===== src/rtl/lfq_pkg.sv =====
// Shared defaults and helpers for the delayed-visibility FIFO.
// Assumes: depths of at least 1; widths of at least 1.
package lfq_pkg;
    parameter int unsigned LFQ_WIDTH = 4;
    parameter int unsigned LFQ_DEPTH = 5;
    parameter int unsigned LFQ_LAT   = 3;

    // Bits needed to hold values 0 .. n-1, never below one.
    function automatic int unsigned idx_bits(input int unsigned n);
        return (n < 2) ? 1 : $clog2(n);
    endfunction
endpackage


===== src/rtl/lfq_ring_ptr.sv =====
// Modulo-DEPTH slot pointer. Gives the current slot and the slot it takes
// after this edge, so the read side can address the word it is about to show.
// Assumes: DEPTH >= 2 and AW wide enough for DEPTH-1.
module lfq_ring_ptr #(
    parameter int unsigned DEPTH = 5,
    parameter int unsigned AW    = 3
) (
    input  logic          clk,
    input  logic          rst_n,
    input  logic          adv,
    output logic [AW-1:0] ptr,
    output logic [AW-1:0] ptr_nxt
);
    // Next slot, wrapping from the last slot back to zero.
    always_comb begin
        ptr_nxt = ptr;
        if (adv) ptr_nxt = (ptr == AW'(DEPTH - 1)) ? '0 : ptr + 1'b1;
    end

    // Pointer register with synchronous reset.
    always_ff @(posedge clk) begin
        if (!rst_n) ptr <= '0;
        else        ptr <= ptr_nxt;
    end

    assert_ptr_in_range_R9: assert property (@(posedge clk) disable iff (!rst_n)
        32'(ptr) < DEPTH);
endmodule


===== src/rtl/lfq_store.sv =====
// Word storage: one synchronous write port, one combinational read port.
// Assumes: addresses below DEPTH; the caller never reads a slot in the
// cycle it is written.
module lfq_store #(
    parameter int unsigned WIDTH = 4,
    parameter int unsigned DEPTH = 5,
    parameter int unsigned AW    = 3
) (
    input  logic             clk,
    input  logic             we,
    input  logic [AW-1:0]    waddr,
    input  logic [WIDTH-1:0] wdata,
    input  logic [AW-1:0]    raddr,
    output logic [WIDTH-1:0] rdata
);
    logic [WIDTH-1:0] mem [DEPTH];

    // Store the incoming word into the addressed slot.
    always_ff @(posedge clk) begin
        if (we) mem[waddr] <= wdata;
    end

    assign rdata = mem[raddr];
endmodule


===== src/rtl/lfq_lag.sv =====
// Delay line for the "word stored" pulse. A pulse entering at edge k leaves
// in the cycle after edge k+STAGES-1.
// Assumes: STAGES >= 1.
module lfq_lag #(
    parameter int unsigned STAGES = 3
) (
    input  logic clk,
    input  logic rst_n,
    input  logic pulse_in,
    output logic pulse_out
);
    generate
        if (STAGES == 1) begin : g_one
            logic sr;
            // Single-stage delay.
            always_ff @(posedge clk) begin
                if (!rst_n) sr <= 1'b0;
                else        sr <= pulse_in;
            end
            assign pulse_out = sr;
        end else begin : g_many
            logic [STAGES-1:0] sr;
            // Multi-stage shift of the pulse.
            always_ff @(posedge clk) begin
                if (!rst_n) sr <= '0;
                else        sr <= {sr[STAGES-2:0], pulse_in};
            end
            assign pulse_out = sr[STAGES-1];
        end
    endgenerate
endmodule


===== src/rtl/lagged_fifo.sv =====
// Single-clock FIFO whose stored words reach the reader only after LAT edges.
// The full flag counts every stored word. The empty flag counts only the
// words that have cleared the delay. The output register shows the oldest
// visible word.
// Assumes: synchronous active-low reset held at the first edge; LAT >= 1.
module lagged_fifo
    import lfq_pkg::*;
#(
    parameter int unsigned WIDTH = LFQ_WIDTH,
    parameter int unsigned DEPTH = LFQ_DEPTH,
    parameter int unsigned LAT   = LFQ_LAT
) (
    input  logic             clk,
    input  logic             rst_n,
    input  logic             wr_en,
    input  logic [WIDTH-1:0] wr_data,
    input  logic             rd_en,
    output logic [WIDTH-1:0] rd_data,
    output logic             full,
    output logic             empty
);
    localparam int unsigned AW = idx_bits(DEPTH);
    localparam int unsigned CW = idx_bits(DEPTH + 1);

    logic [CW-1:0]    stored_cnt, stored_nxt;
    logic [CW-1:0]    shown_cnt, shown_nxt;
    logic [AW-1:0]    wr_ptr, wr_ptr_nxt, rd_ptr, rd_ptr_nxt;
    logic [WIDTH-1:0] head_word, out_q;
    logic             wr_acc, rd_acc, arrive;

    assign full   = (stored_cnt == CW'(DEPTH));
    assign empty  = (shown_cnt == '0);
    assign wr_acc = wr_en && !full;
    assign rd_acc = rd_en && !empty;

    lfq_ring_ptr #(.DEPTH(DEPTH), .AW(AW)) u_wr_ptr (
        .clk(clk), .rst_n(rst_n), .adv(wr_acc), .ptr(wr_ptr), .ptr_nxt(wr_ptr_nxt));

    lfq_ring_ptr #(.DEPTH(DEPTH), .AW(AW)) u_rd_ptr (
        .clk(clk), .rst_n(rst_n), .adv(rd_acc), .ptr(rd_ptr), .ptr_nxt(rd_ptr_nxt));

    lfq_store #(.WIDTH(WIDTH), .DEPTH(DEPTH), .AW(AW)) u_store (
        .clk(clk), .we(wr_acc), .waddr(wr_ptr), .wdata(wr_data),
        .raddr(rd_ptr_nxt), .rdata(head_word));

    lfq_lag #(.STAGES(LAT)) u_lag (
        .clk(clk), .rst_n(rst_n), .pulse_in(wr_acc), .pulse_out(arrive));

    // Next-state counts for stored and visible words.
    always_comb begin
        stored_nxt = stored_cnt + CW'(wr_acc) - CW'(rd_acc);
        shown_nxt  = shown_cnt + CW'(arrive) - CW'(rd_acc);
    end

    // Occupancy counters and the registered output word.
    always_ff @(posedge clk) begin
        if (!rst_n) begin
            stored_cnt <= '0;
            shown_cnt  <= '0;
            out_q      <= '0;
        end else begin
            stored_cnt <= stored_nxt;
            shown_cnt  <= shown_nxt;
            if (shown_nxt != '0) out_q <= head_word;
        end
    end

    assign rd_data = out_q;

    assert_no_overflow_R3: assert property (@(posedge clk) disable iff (!rst_n)
        32'(stored_cnt) <= DEPTH);

    assert_flags_exclusive_R3: assert property (@(posedge clk) disable iff (!rst_n)
        !(full && empty));

    assert_shown_le_stored_R6: assert property (@(posedge clk) disable iff (!rst_n)
        shown_cnt <= stored_cnt);

    assert_full_write_dropped_R4: assert property (@(posedge clk) disable iff (!rst_n)
        (full && wr_en) |=> $stable(wr_ptr));

    assert_empty_read_dropped_R5: assert property (@(posedge clk) disable iff (!rst_n)
        (empty && rd_en) |=> $stable(rd_ptr));

    assert_both_keep_count_R8: assert property (@(posedge clk) disable iff (!rst_n)
        (wr_acc && rd_acc) |=> $stable(stored_cnt));

    generate
        if (LAT == 3) begin : g_lat3_chk
            assert_first_word_delay_R6: assert property (@(posedge clk) disable iff (!rst_n)
                (wr_acc && stored_cnt == '0) |=> empty ##1 empty ##1 empty ##1 !empty);
        end
    endgenerate
endmodule


===== config.mk =====
export PLATFORM = sky130hd
export DESIGN_NAME = lagged_fifo
export DESIGN_NICKNAME = d
export VERILOG_FILES = /design/src/rtl/lfq_pkg.sv /design/src/rtl/lfq_ring_ptr.sv /design/src/rtl/lfq_store.sv /design/src/rtl/lfq_lag.sv /design/src/rtl/lagged_fifo.sv
export SDC_FILE = /design/constraint.sdc
export NUM_CORES = 1
export LEC_CHECK = 0
export ABC_AREA = 1
export BUFFER_PORTS_ARGS = -buffer_cell sky130_fd_sc_hd__buf_2
export CAP_MARGIN = 10
export CORE_ASPECT_RATIO = 1.1
export CORE_MARGIN = 5
export CORE_UTILIZATION = 45
export CTS_CLUSTER_SIZE = 30
export DETAILED_ROUTE_END_ITERATION = 8
export PLACE_DENSITY = 0.65
export SYNTH_ARGS = -nofsm -noshare
export SYNTH_HDL_FRONTEND = slang
export SYNTH_SLANG_ARGS = --single-unit

===== constraint.sdc =====
create_clock -name clk -period 4.1 [get_ports clk]
set_input_delay 0.82 -clock clk [delete_from_list [all_inputs] [get_ports clk]]
set_output_delay 0.82 -clock clk [all_outputs]
set_load 0.01 [all_outputs]

After elaboration in Yosys (flattened, before gate mapping)
Memories as Yosys holds them, arrays and structs flattened. A register that Yosys moved wholly into a read port is not among the register bits.
Cells that the tools add are included.
{"block": "word_totals", "register_bits": 15, "ramBits": 20, "in_bits": 8, "out_inout_bits": 6, "wordCells": 27, "n_memories": 1}
{"name": "u_store.mem", "words": 5, "width": 4, "read_ports": 1, "rd_clocked_by_memory_dff": 1, "wr": 1, "line": "lfq_store.sv:16", "text": "logic [WIDTH-1:0] mem [DEPTH];"}
{"block": "op_classes", "add_sub_neg": 6, "eq_ne": 3, "muxes": 5, "n_reduce_logical": 7}
{"cell": "$eq A3 B3 Y1 const B", "n": 3}
{"cell": "$mux W3", "n": 3}
{"cell": "$add A3 B1 Y3", "n": 2}
{"cell": "$add A3 B1 Y3 const B", "n": 2}
{"cell": "$sub A3 B1 Y3", "n": 2}
{"cell": "$logic_not A1 Y1", "n": 3}
{"cell": "$logic_not A3 Y1", "n": 1}
{"cell": "$reduce_bool A3 Y1", "n": 1}
{"cell": "$logic_and A1 B1 Y1", "n": 2}
{"cell": "$mux W1", "n": 2}

Logic depth before layout (Yosys ltp)
Gate-level depths: netlist of run 1.
{"block": "logic_depth", "ltp_word": 5, "ltp_mapped": 17, "mapped_depth_nobuf": 17}

By module
From an unflattened synthesis of run 1, not the netlist that was laid out.
{"block": "unflattened", "hier_cells": 234, "area_unflattened_um2": 1920.6}
{"mod": "lfq_store", "instances": 1, "cells_per_inst": 91, "area_each_um2": 893.4, "seq_area_each_um2": 600.6}
{"mod": "lagged_fifo", "instances": 1, "cells_per_inst": 82, "area_each_um2": 599.3, "seq_area_each_um2": 200.2}
{"mod": "lfq_ring_ptr", "instances": 2, "cells_per_inst": 26, "area_each_um2": 172.7, "seq_area_each_um2": 60.1}
{"mod": "lfq_lag", "instances": 1, "cells_per_inst": 9, "area_each_um2": 82.6, "seq_area_each_um2": 60.1}

Worst setup path before layout of run 1
No wires, ideal clock.
{"block": "synth_timing", "path_kind": "input to register", "from": "input rd_en", "to": "register out_q[0] (netlist: rd_data[0]), read port of u_store.mem", "setup_ns": 0.122, "t_arrival_ns": 2.534, "required_time_ns": 3.978, "path_slack_ns": 1.445, "stages": 14, "path_buffers": 0, "cell_sequence": "nand2_4 > inv_4 > ha_1 > inv_1 > ha_1 > fa_1 > xnor2_1 > inv_1 > nand2_1 > nand2_1 > inv_1 > nand2_1 > o21ai_0 > a21oi_2"}
{"block": "synth_via", "elab_chain_len": 3, "elab_cells_between_ends": 4, "classes_between": "add/sub (1); mux (1); reduce/logical (2)"}
{"item": "from (decl)", "line": "lagged_fifo.sv:17", "text": "input logic rd_en,"}
{"item": "$logic_and A1 B1 Y1 *", "line": "lagged_fifo.sv:34", "text": "assign rd_acc = rd_en && !empty;"}
{"item": "$sub A3 B1 Y3", "line": "lagged_fifo.sv:52", "text": "shown_nxt = shown_cnt + CW'(arrive) - CW'(rd_acc);"}
{"item": "$reduce_bool A3 Y1", "line": "lagged_fifo.sv:64", "text": "if (shown_nxt != '0) out_q <= head_word;"}
{"item": "to (decl)", "line": "lagged_fifo.sv:28", "text": "logic [WIDTH-1:0] head_word, out_q;"}
Every way passes the cells marked *; elsewhere a longest branch is shown, timed or not.
A chain may end at the register's enable or synchronous reset.

Worst setup path after layout of run 1
{"block": "layout_timing", "from": "input rd_en", "to": "register out_q[2] (netlist: rd_data[2]), read port of u_store.mem"}
The elaborated chain is that of the path after synthesis.

==> results of run 1 <==
[layer usage]
metal / track usage [%] / vias up / share of wire [%]
met5: 0 / - / 0
met4: 4.60 / 0 / 0.26
met3: 4.09 / 2 / 3.9
met2: 19.6 / 20 / 46
met1: 16.5 / 560 / 49
li1: - / 647 / -
[registers in the layout, indices dropped and copies added (netlist names)]
signal           cells
u_wr_ptr.ptr         3
stored_cnt           3
shown_cnt            3
u_store.mem         20
u_lag.g_many.sr      3
rd_data              4
u_rd_ptr.ptr         3
[worst paths after layout]
kind,startpoint,end,slack [ps],depth (start not counted)
setup reg to reg,shown_cnt[1]$_SDFF_PN0_,rd_data[2]$_SDFFE_PN0P_,1540,16
hold / removal,u_lag.g_many.sr[0]$_SDFF_PN0_,u_lag.g_many.sr[1]$_SDFF_PN0_,410,2
setup / recovery,rd_en,rd_data[2]$_SDFFE_PN0P_,1450,15
hold reg to reg,u_lag.g_many.sr[0]$_SDFF_PN0_,u_lag.g_many.sr[1]$_SDFF_PN0_,410,2
[cell type report]
cell class                      count  share of cell area (%)
Clock buffer                        5                    3.35
Clock inverter                      3                    3.28
Inverter                           32                    5.96
Multi-Input combinational cell    111                    33.4
Sequential cell                    39                    47.7
Tap cell                           52                    3.16
Timing Repair Buffer               13                    3.16
[synth_stat cells]
cell type   n
edfxtp_1   20
a21oi_2     4
nor2_1      8
nand2_1    28
clkbuf_1    1
o21ai_2     1
o2111ai_1   1
inv_4       1
a21oi_1     3
ha_1        8
nor3_1      2
nand2_4     7
nand3_2     1
dfxtp_1    19
fa_1        2
o21ai_0     7
o31ai_1     1
nand3_1    32
nor4_1      3
nor2_2      1
xnor2_1     2
inv_1      31
[power groups by stage]
stage               Clock [uW]  Combinational [uW]  Sequential (uW)
global route               399                 646              521
floorplan                    0                 433              523
finish                     376                 551              513
global placement             0                 549              522
CTS                        388                 558              514
detailed placement           0                 557              522
[metrics by stage]
stage / setup slack [ps] / power, uW / instance area [um^2] / cells
3_3_place_gp: 1180 / 1070 / 1920 / 247
4_1_cts: 1460 / 1460 / 2060 / 255
3_5_place_dp: 1150 / 1080 / 1920 / 247
5_1_grt: 1260 / 1570 / 2060 / 255
2_1_floorplan: 1440 / 956 / 1790 / 183
6_report: 1450 / 1440 / 2060 / 255
[cell families (layout without fill, tap and decap cells)]
logic type / count (synthesis) / count (layout)
fa+ha+maj: 10 / 10
buf+inv: 33 / 53
simple gates: 82 / 82
flops: 39 / 39
compound gates: 17 / 17
xor+xnor: 2 / 2
[critical path: cells and delay by family]
family / cells / cell delay [ps]
adders and majority gates: 3 / 820
and+or+nand+nor: 4 / 360
buffers and inverters: 5 / 340
AOI/OAI and AO/OA: 2 / 280
xor gates and xnor gates: 1 / 210
==> impl_metrics.json, run 1 <==
{
  "tightest_slew_ps": 825,
  "synth_compound_gate_area_share_pct": 6.14,
  "synthesis.area_um2": 1790,
  "fin_crit_ps": 2650,
  "initial_core_util_pct": 46.0,
  "dieHeight_um": 76.2,
  "clock_sinks": 39,
  "mostFrequentLayoutCell": "nand3_1",
  "wire_per_inst_um": 11.9,
  "antenna_cells": 0,
  "slowest_stage": "fa_1",
  "drive_gt1_share_pct": 17.7,
  "antenna_found_initial": 0,
  "grt_pass1_wl_um": 5290,
  "finalCritPeriodShare_pct": 64.6,
  "final-seq-area_um2": 981,
  "irDropWorstVdd_mv": 0.261,
  "finalNetCount": 220,
  "clk_latency_ps": 290,
  "antenna_left": 0,
  "num_vias": 1229,
  "fin_setup_tns_ps": 0,
  "sw_frac_of_total_pct": 36.1,
  "cts_tree": "yes",
  "yosysWarnings": 0,
  "dr.pass1.iters": 4,
  "synth_top_family_by_area": "simple AND/OR/NAND/NOR gates",
  "drc": 0,
  "syn_nets": 201,
  "hold_ws_ps": 410,
  "criticalPathCategory": "in -> reg",
  "path_clk_slew_ps": 80,
  "multi_input_area_um2": 687,
  "final_max_slew_viol_count": 0,
  "drt-total-wl_um": 3050,
  "power_switching_uw": 520,
  "fin_skew_ps": 4.30,
  "numCtsBuffers": 5,
  "p_leak_uw": 0.000911,
  "cp_data_arrival_time_ps": 2830,
  "yosysTopAreaCell": "edfxtp_1",
  "cts_hold_buf": 0,
  "status": "complete, no violations",
  "grtUsageTotal_pct": 12.6,
  "synthXorXnorAreaFrac_pct": 0.976,
  "final_cell_mix": "nand3_1 (32), inv_1 (31), nand2_1 (28), edfxtp_1 (20), dfxtp_1 (19)",
  "post_cts_resized": 0,
  "syn_inst": 183,
  "rows": 24,
  "yosys.area_share.simple_pct": 23.4,
  "grt_max_degree": 14,
  "cts-root-buf": "clkbuf_8",
  "rsz0062_at_grt": "no",
  "grt_pass1_vias": 1151,
  "nFillCells": 379,
  "viasPerCell": 4.82,
  "worstSetupStartpointType": "input pin",
  "area_growth_syn_to_layout_pct": 14.6,
  "hpwl_um": 2340,
  "finalHoldViolCount": 0,
  "setup_viol": 0,
  "grt-ovfl-total": 0,
  "synth_fa_ha_area_share_pct": 7.81,
  "yosysUniqueCellTypes": 22,
  "gp_congestion": 0.784,
  "powerDensity_nw_per_um2": 700,
  "pin_count": 14,
  "drt_iter0_markers": 69,
  "fmax_mhz": 378,
  "cts_buffer_depth": 2,
  "p_int_uw": 921,
  "synth_seq_cells": 39,
  "portBuffers": 13,
  "clkPwrFrac_pct": 26.1,
  "syn_avg_cell_area_um2": 9.80,
  "post_cts_buffers": 0,
  "slew_headroom_pct": 44.5,
  "final_util_pct": 52.7,
  "netlist_top_cells_area": "edfxtp_1 (33%), dfxtp_1 (21%), nand3_1 (8.9%), inv_1 (6.5%), nand2_1 (5.9%)",
  "critPathRequiredTime_ps": 4280,
  "cp_slowest_stage_delay_ps": 380,
  "pwr-share-seq_pct": 35.6,
  "worstHoldPathType": "reg -> reg",
  "path_cells": "buf_2 > nand2_4 > inv_4 > ha_1 > inv_1 > ha_1 > fa_1 > xnor2_1 > inv_1 > nand2_1 > nand2_1 > inv_1 > nand2_1 > o21ai_0 > a21oi_2",
  "share_comb_of_total_power_pct": 38.2,
  "dieArea_um2": 5350,
  "cp-end-kind": "register",
  "critPathMaxFanout": 8,
  "cts_max_level": 2,
  "core_um2": 3900,
  "ys_seq_area_share_pct": 54.7,
  "synthMuxAreaShare_pct": 0,
  "yosys.area.top_type_share_pct": 33.5,
  "cap_violations": 0,
  "fp.dieW_um": 70.2
}
No activity file was read; power rests on OpenSTA's default activity.
==> run 2, diff against run 1 <==
clock period = 2.7 ns   (was 4.1 ns; I/O delays follow)
==> run 2 against run 1 <==
  * Critical endpoint unchanged
  * Combinational power up 59%
  * Sequential power grew 52%
  * Clock power grew 26%
  * Cell count grew 0.78%
==> impl_metrics.json, run 2 (synthesis results as in run 1) <==
{
  "pre_cts_ws_ps": 62.6,
  "fin_setup_tns_ps": 0,
  "fin_crit_ps": 2410,
  "cp_data_arrival_time_ps": 2590,
  "finalCritPeriodShare_pct": 89.2,
  "wire_per_inst_um": 11.9,
  "slew_headroom_pct": 51.7,
  "area_growth_syn_to_layout_pct": 14.3,
  "dieHeight_um": 76.2,
  "path_clk_slew_ps": 80,
  "drive_gt1_share_pct": 19.0,
  "stdcell_count": 257,
  "placed_cells": 249,
  "clk_latency_ps": 290,
  "drt-total-wl_um": 3060,
  "critPathMaxFanout": 8,
  "cts_buffer_depth": 2,
  "gp_congestion": 0.770,
  "largest_reg_flops": 20,
  "hpwl_um": 2330,
  "fin_skew_ps": 8.38,
  "critPathRequiredTime_ps": 2890,
  "share_comb_of_total_power_pct": 41.1,
  "fp.dieW_um": 70.2,
  "grt-ovfl-total": 0,
  "cap_violations": 0,
  "finalNetCount": 222,
  "numCtsBuffers": 5,
  "worst_slack_ps": 293,
  "grt_pass1_wl_um": 5550,
  "top_register": "u_store.mem",
  "clkPwrFrac_pct": 22.2,
  "worstSetupStartpointType": "register",
  "final_cell_mix": "nand3_1 (32), inv_1 (31), nand2_1 (27), edfxtp_1 (20), dfxtp_1 (19)",
  "antenna_found_initial": 0,
  "cp-end-kind": "register",
  "portBuffers": 13,
  "pin_count": 14,
  "rsz0062_at_grt": "no",
  "core_um2": 3900,
  "cts-root-buf": "clkbuf_8",
  "irDropWorstVdd_mv": 0.406,
  "rows": 24,
  "fmax_mhz": 415,
  "num_vias": 1223,
  "final_max_slew_viol_count": 0,
  "setup_viol": 0,
  "dieArea_um2": 5350,
  "drc": 0,
  "status": "complete, no violations",
  "power_switching_uw": 805,
  "sw_frac_of_total_pct": 37.8,
  "grtUsageTotal_pct": 13.4,
  "tightest_slew_ps": 718,
  "drt_iter0_markers": 77,
  "p_int_uw": 1320,
  "cts_tree": "yes",
  "viasPerCell": 4.76,
  "grt_pass1_vias": 1241,
  "antenna_left": 0,
  "clock_sinks": 39,
  "power_uw": 2130,
  "grt_max_degree": 14,
  "finalHoldViolCount": 0,
  "worstHoldPathType": "reg -> reg",
  "initial_core_util_pct": 46.0,
  "pwr-share-seq_pct": 36.6,
  "powerDensity_nw_per_um2": 1040,
  "antenna_cells": 0,
  "mostFrequentLayoutCell": "nand3_1",
  "p_leak_uw": 0.000915,
  "dr.pass1.iters": 4,
  "cts_max_level": 2,
  "criticalPathCategory": "reg -> reg"
}
-- run 2: changes by cell type in the layout (fill, tap and decap cells not counted) --
cell,change
o21ai_0,-4
o21ai_1,+4
buf_4,+2
bufinv_16,-1
clkinv_2,+1
clkinv_4,+1
clkinvlp_4,-1
nand2_1,-1
nand2_2,+1
-- run 2: timing repair --
item,in CTS,in global routing
resized for setup,0,5
endpoints found under the hold margin,0,0
endpoints found under the setup margin,0,4
setup buffers,0,0
hold buffers,0,0
-- run 2: through the flow --
stage                     instance area, um^2  hold slack [ps]  util (%)
after CTS                                2050              412      52.5
after floorplan                          1790              386         -
after global routing                     2050              433      52.5
final                                    2050              410      52.5
after global placement                   1940              392      49.6
after detailed placement                 1940              398      49.6
-- run 2: final cells by class --
| cell class | instances | area [um^2] |
|---|---|---|
| clock buffer | 5 | 68.8 |
| clock inverter | 3 | 43.8 |
| fill | 347 | 1850 |
| inverter | 32 | 123 |
| multi-input combinational | 111 | 689 |
| sequential | 39 | 981 |
| tap | 52 | 65.1 |
| timing repair buffer | 15 | 80.1 |
-- run 2: critical path, stage by stage, from the launching register on --
cell,delay (ps)
dfxtp_1,340
nor2_2,150
nand2_4,90
nand2_4,80
inv_4,50
ha_1,260
inv_1,30
ha_1,180
fa_1,370
xnor2_1,200
inv_1,60
nand2_1,50
nand2_1,40
inv_1,70
nand2_2,110
o21ai_1,170
a21oi_2,40
-- run 2: final timing paths --
kind | start | to | slack [ps] | cells after the start
hold reg to reg | u_lag.g_many.sr[0]$_SDFF_PN0_ | u_lag.g_many.sr[1]$_SDFF_PN0_ | 410 | 2
setup reg to reg | shown_cnt[1]$_SDFF_PN0_ | rd_data[2]$_SDFFE_PN0P_ | 290 | 16
setup / recovery | shown_cnt[1]$_SDFF_PN0_ | rd_data[2]$_SDFFE_PN0P_ | 290 | 16
hold / removal | u_lag.g_many.sr[0]$_SDFF_PN0_ | u_lag.g_many.sr[1]$_SDFF_PN0_ | 410 | 2
-- run 2: routing by layer --
metal / part of all wire [%] / global-route usage [%] / vias to the layer above
met2: 47 / 20.2 / 19
met1: 48 / 17.5 / 550
met3: 3.6 / 4.09 / 7
met5: 0 / 0 / -
met4: 1.7 / 6.32 / 0
li1: - / - / 647
-- run 2: power groups by stage --
stage | Sequential (uW) | Combinational [uW] | Clock [uW]
after floorplan | 795 | 657 | 0
after global placement | 791 | 849 | 0
after detailed placement | 791 | 863 | 0
after CTS | 778 | 865 | 491
after global routing | 788 | 1030 | 519
final | 779 | 874 | 473
==> run 3, diff against run 2 <==
GPL_TIMING_DRIVEN = 0   (was unset)
clock period = 2.3 ns   (was 2.7 ns; I/O delays follow)
==> run 3 against run 2 <==
  * Register-to-register slack worse by 260 ps
  * Combinational power is 60% higher
  * Utilization is 3.7 points higher
  * Global-route usage is 0.26 points higher
  * Critical path type unchanged
  * Largest power group unchanged
==> impl_metrics.json, run 3 (synthesis results as in run 1) <==
{
  "fin_crit_ps": 2260,
  "grt_max_degree": 15,
  "grt-ovfl-total": 0,
  "status": "complete, no violations",
  "antenna_cells": 0,
  "grt_pass1_vias": 1305,
  "pin_count": 14,
  "r2r_start": "shown_cnt[1]$_SDFF_PN0_",
  "critPathRequiredTime_ps": 2530,
  "numCtsBuffers": 5,
  "antenna_left": 0,
  "antenna_found_initial": 0,
  "powerDensity_nw_per_um2": 1270,
  "fp.dieW_um": 70.2,
  "dieHeight_um": 76.2,
  "rows": 24,
  "min_from": "u_lag.g_many.sr[0]$_SDFF_PN0_",
  "cts_buffer_depth": 2,
  "dieArea_um2": 5350,
  "nFillCells": 340,
  "criticalPathCategory": "reg -> reg",
  "grt_pass1_wl_um": 5730,
  "wire_per_inst_um": 12.6,
  "largest_reg_flops": 20,
  "dr.pass1.iters": 4,
  "cap_violations": 0,
  "drt_iter0_markers": 65,
  "rsz0062_at_grt": "yes",
  "cts-root-buf": "clkbuf_8",
  "tightest_slew_ps": 852,
  "fmax_mhz": 442,
  "cp_data_arrival_time_ps": 2490,
  "portBuffers": 13,
  "cp_slowest_stage_delay_ps": 360,
  "irDropWorstVdd_mv": 0.539,
  "drive_gt1_share_pct": 31.5,
  "grtUsageTotal_pct": 13.7,
  "path_cells": "nor2_4 > nand2_4 > nand2_8 > inv_8 > ha_4 > inv_2 > ha_4 > fa_2 > xnor2_2 > inv_1 > nand2_1 > nand2_1 > inv_2 > nand2_8 > nand2_4 > inv_2 > a21oi_2",
  "cts_max_level": 2,
  "finalNetCount": 230,
  "finalCritPeriodShare_pct": 98.4,
  "final_util_pct": 56.3,
  "area_growth_syn_to_layout_pct": 22.4,
  "worst_slack_ps": 37.1,
  "cp-end-kind": "register",
  "slowest_stage": "dfxtp_4",
  "hpwl_um": 2470,
  "crit_top_cell": "inv_2",
  "critPathMaxFanout": 8,
  "clk_latency_ps": 290,
  "top_register": "u_store.mem",
  "worstHoldPathType": "reg -> reg",
  "r2r_slack_ps": 40,
  "final_cell_mix": "nand3_1 (32), inv_1 (25), nand2_1 (22), edfxtp_1 (20), dfxtp_1 (17)",
  "final_max_slew_viol_count": 0,
  "gp_congestion": 0.791,
  "initial_core_util_pct": 46.0,
  "placed_cells": 248,
  "stdcell_count": 265,
  "p_leak_uw": 0.000944,
  "core_um2": 3900,
  "finalHoldViolCount": 0,
  "setup_viol": 0,
  "worstSetupStartpointType": "register",
  "cts_hold_buf": 0,
  "path_clk_slew_ps": 80,
  "cts_tree": "yes",
  "pre_cts_ws_ps": -227,
  "worstSetupStartpoint": "shown_cnt[1]$_SDFF_PN0_",
  "drc": 0,
  "slew_headroom_pct": 42.6,
  "drt-total-wl_um": 3350,
  "num_vias": 1304,
  "fin_skew_ps": 6.25,
  "mostFrequentLayoutCell": "nand3_1",
  "clock_sinks": 39,
  "viasPerCell": 4.92
}
## run 3: final timing paths
path / to / cells after the start
min reg2reg: u_lag.g_many.sr[1]$_SDFF_PN0_ / 2
max reg2reg: rd_data[0]$_SDFFE_PN0P_ / 17
min: u_lag.g_many.sr[1]$_SDFF_PN0_ / 2
max: rd_data[0]$_SDFFE_PN0P_ / 17
## run 3: power by group
group          switching [uW]  internal (uW)
Combinational             818            581
Clock                     239            216
Sequential               78.5            856
## run 3: stage by stage
stage | total power (uW) | cell area, um^2 | hold WS (ps) | TNS, ps
after global routing | 3020 | 2200 | 416 | -503
after floorplan | 1730 | 1800 | 386 | 0
after CTS | 2580 | 2100 | 416 | 0
after detailed placement | 1970 | 1930 | 414 | -869
final | 2790 | 2200 | 422 | 0
after global placement | 1920 | 1930 | 400 | -690
## run 3: cell type report
class / count / area (um^2) / area share, %
plain buffers: 1 / 3.75 / 0.171
clock buffers: 5 / 68.8 / 3.13
clock inverters: 3 / 25.0 / 1.14
inverters: 32 / 128 / 5.81
multi-input cells: 111 / 785 / 35.7
flip-flops and latches: 39 / 988 / 45.0
well taps: 52 / 65.1 / 2.96
repair buffers: 22 / 133 / 6.04
## run 3: metal layers
metal	track usage (%)	wire length, um	part of all wire (%)	vias up
met2	23.3	1750	52	19
met3	2.90	97	2.9	9
met4	8.05	89	2.7	0
met1	15.5	1410	42	610
met5	0	0	0	-
li1	-	-	-	666
## run 3: what timing repair did
item	4_1_cts	5_1_grt
endpoints found under the hold margin	0	0
setup buffers	4	5
pin swaps	7	14
setup endpoints to repair	4	6
resized for setup	11	19
## run 3: critical path, delay by kind of cell (launching register included)
family	cells	cell delay [ps]
adder cells (fa/ha/maj)	3	750
AND/OR/NAND/NOR	7	560
flip-flops	1	360
buffers and inverters	5	270
XOR/XNOR	1	150
AO/OA/AOI/OAI	1	120
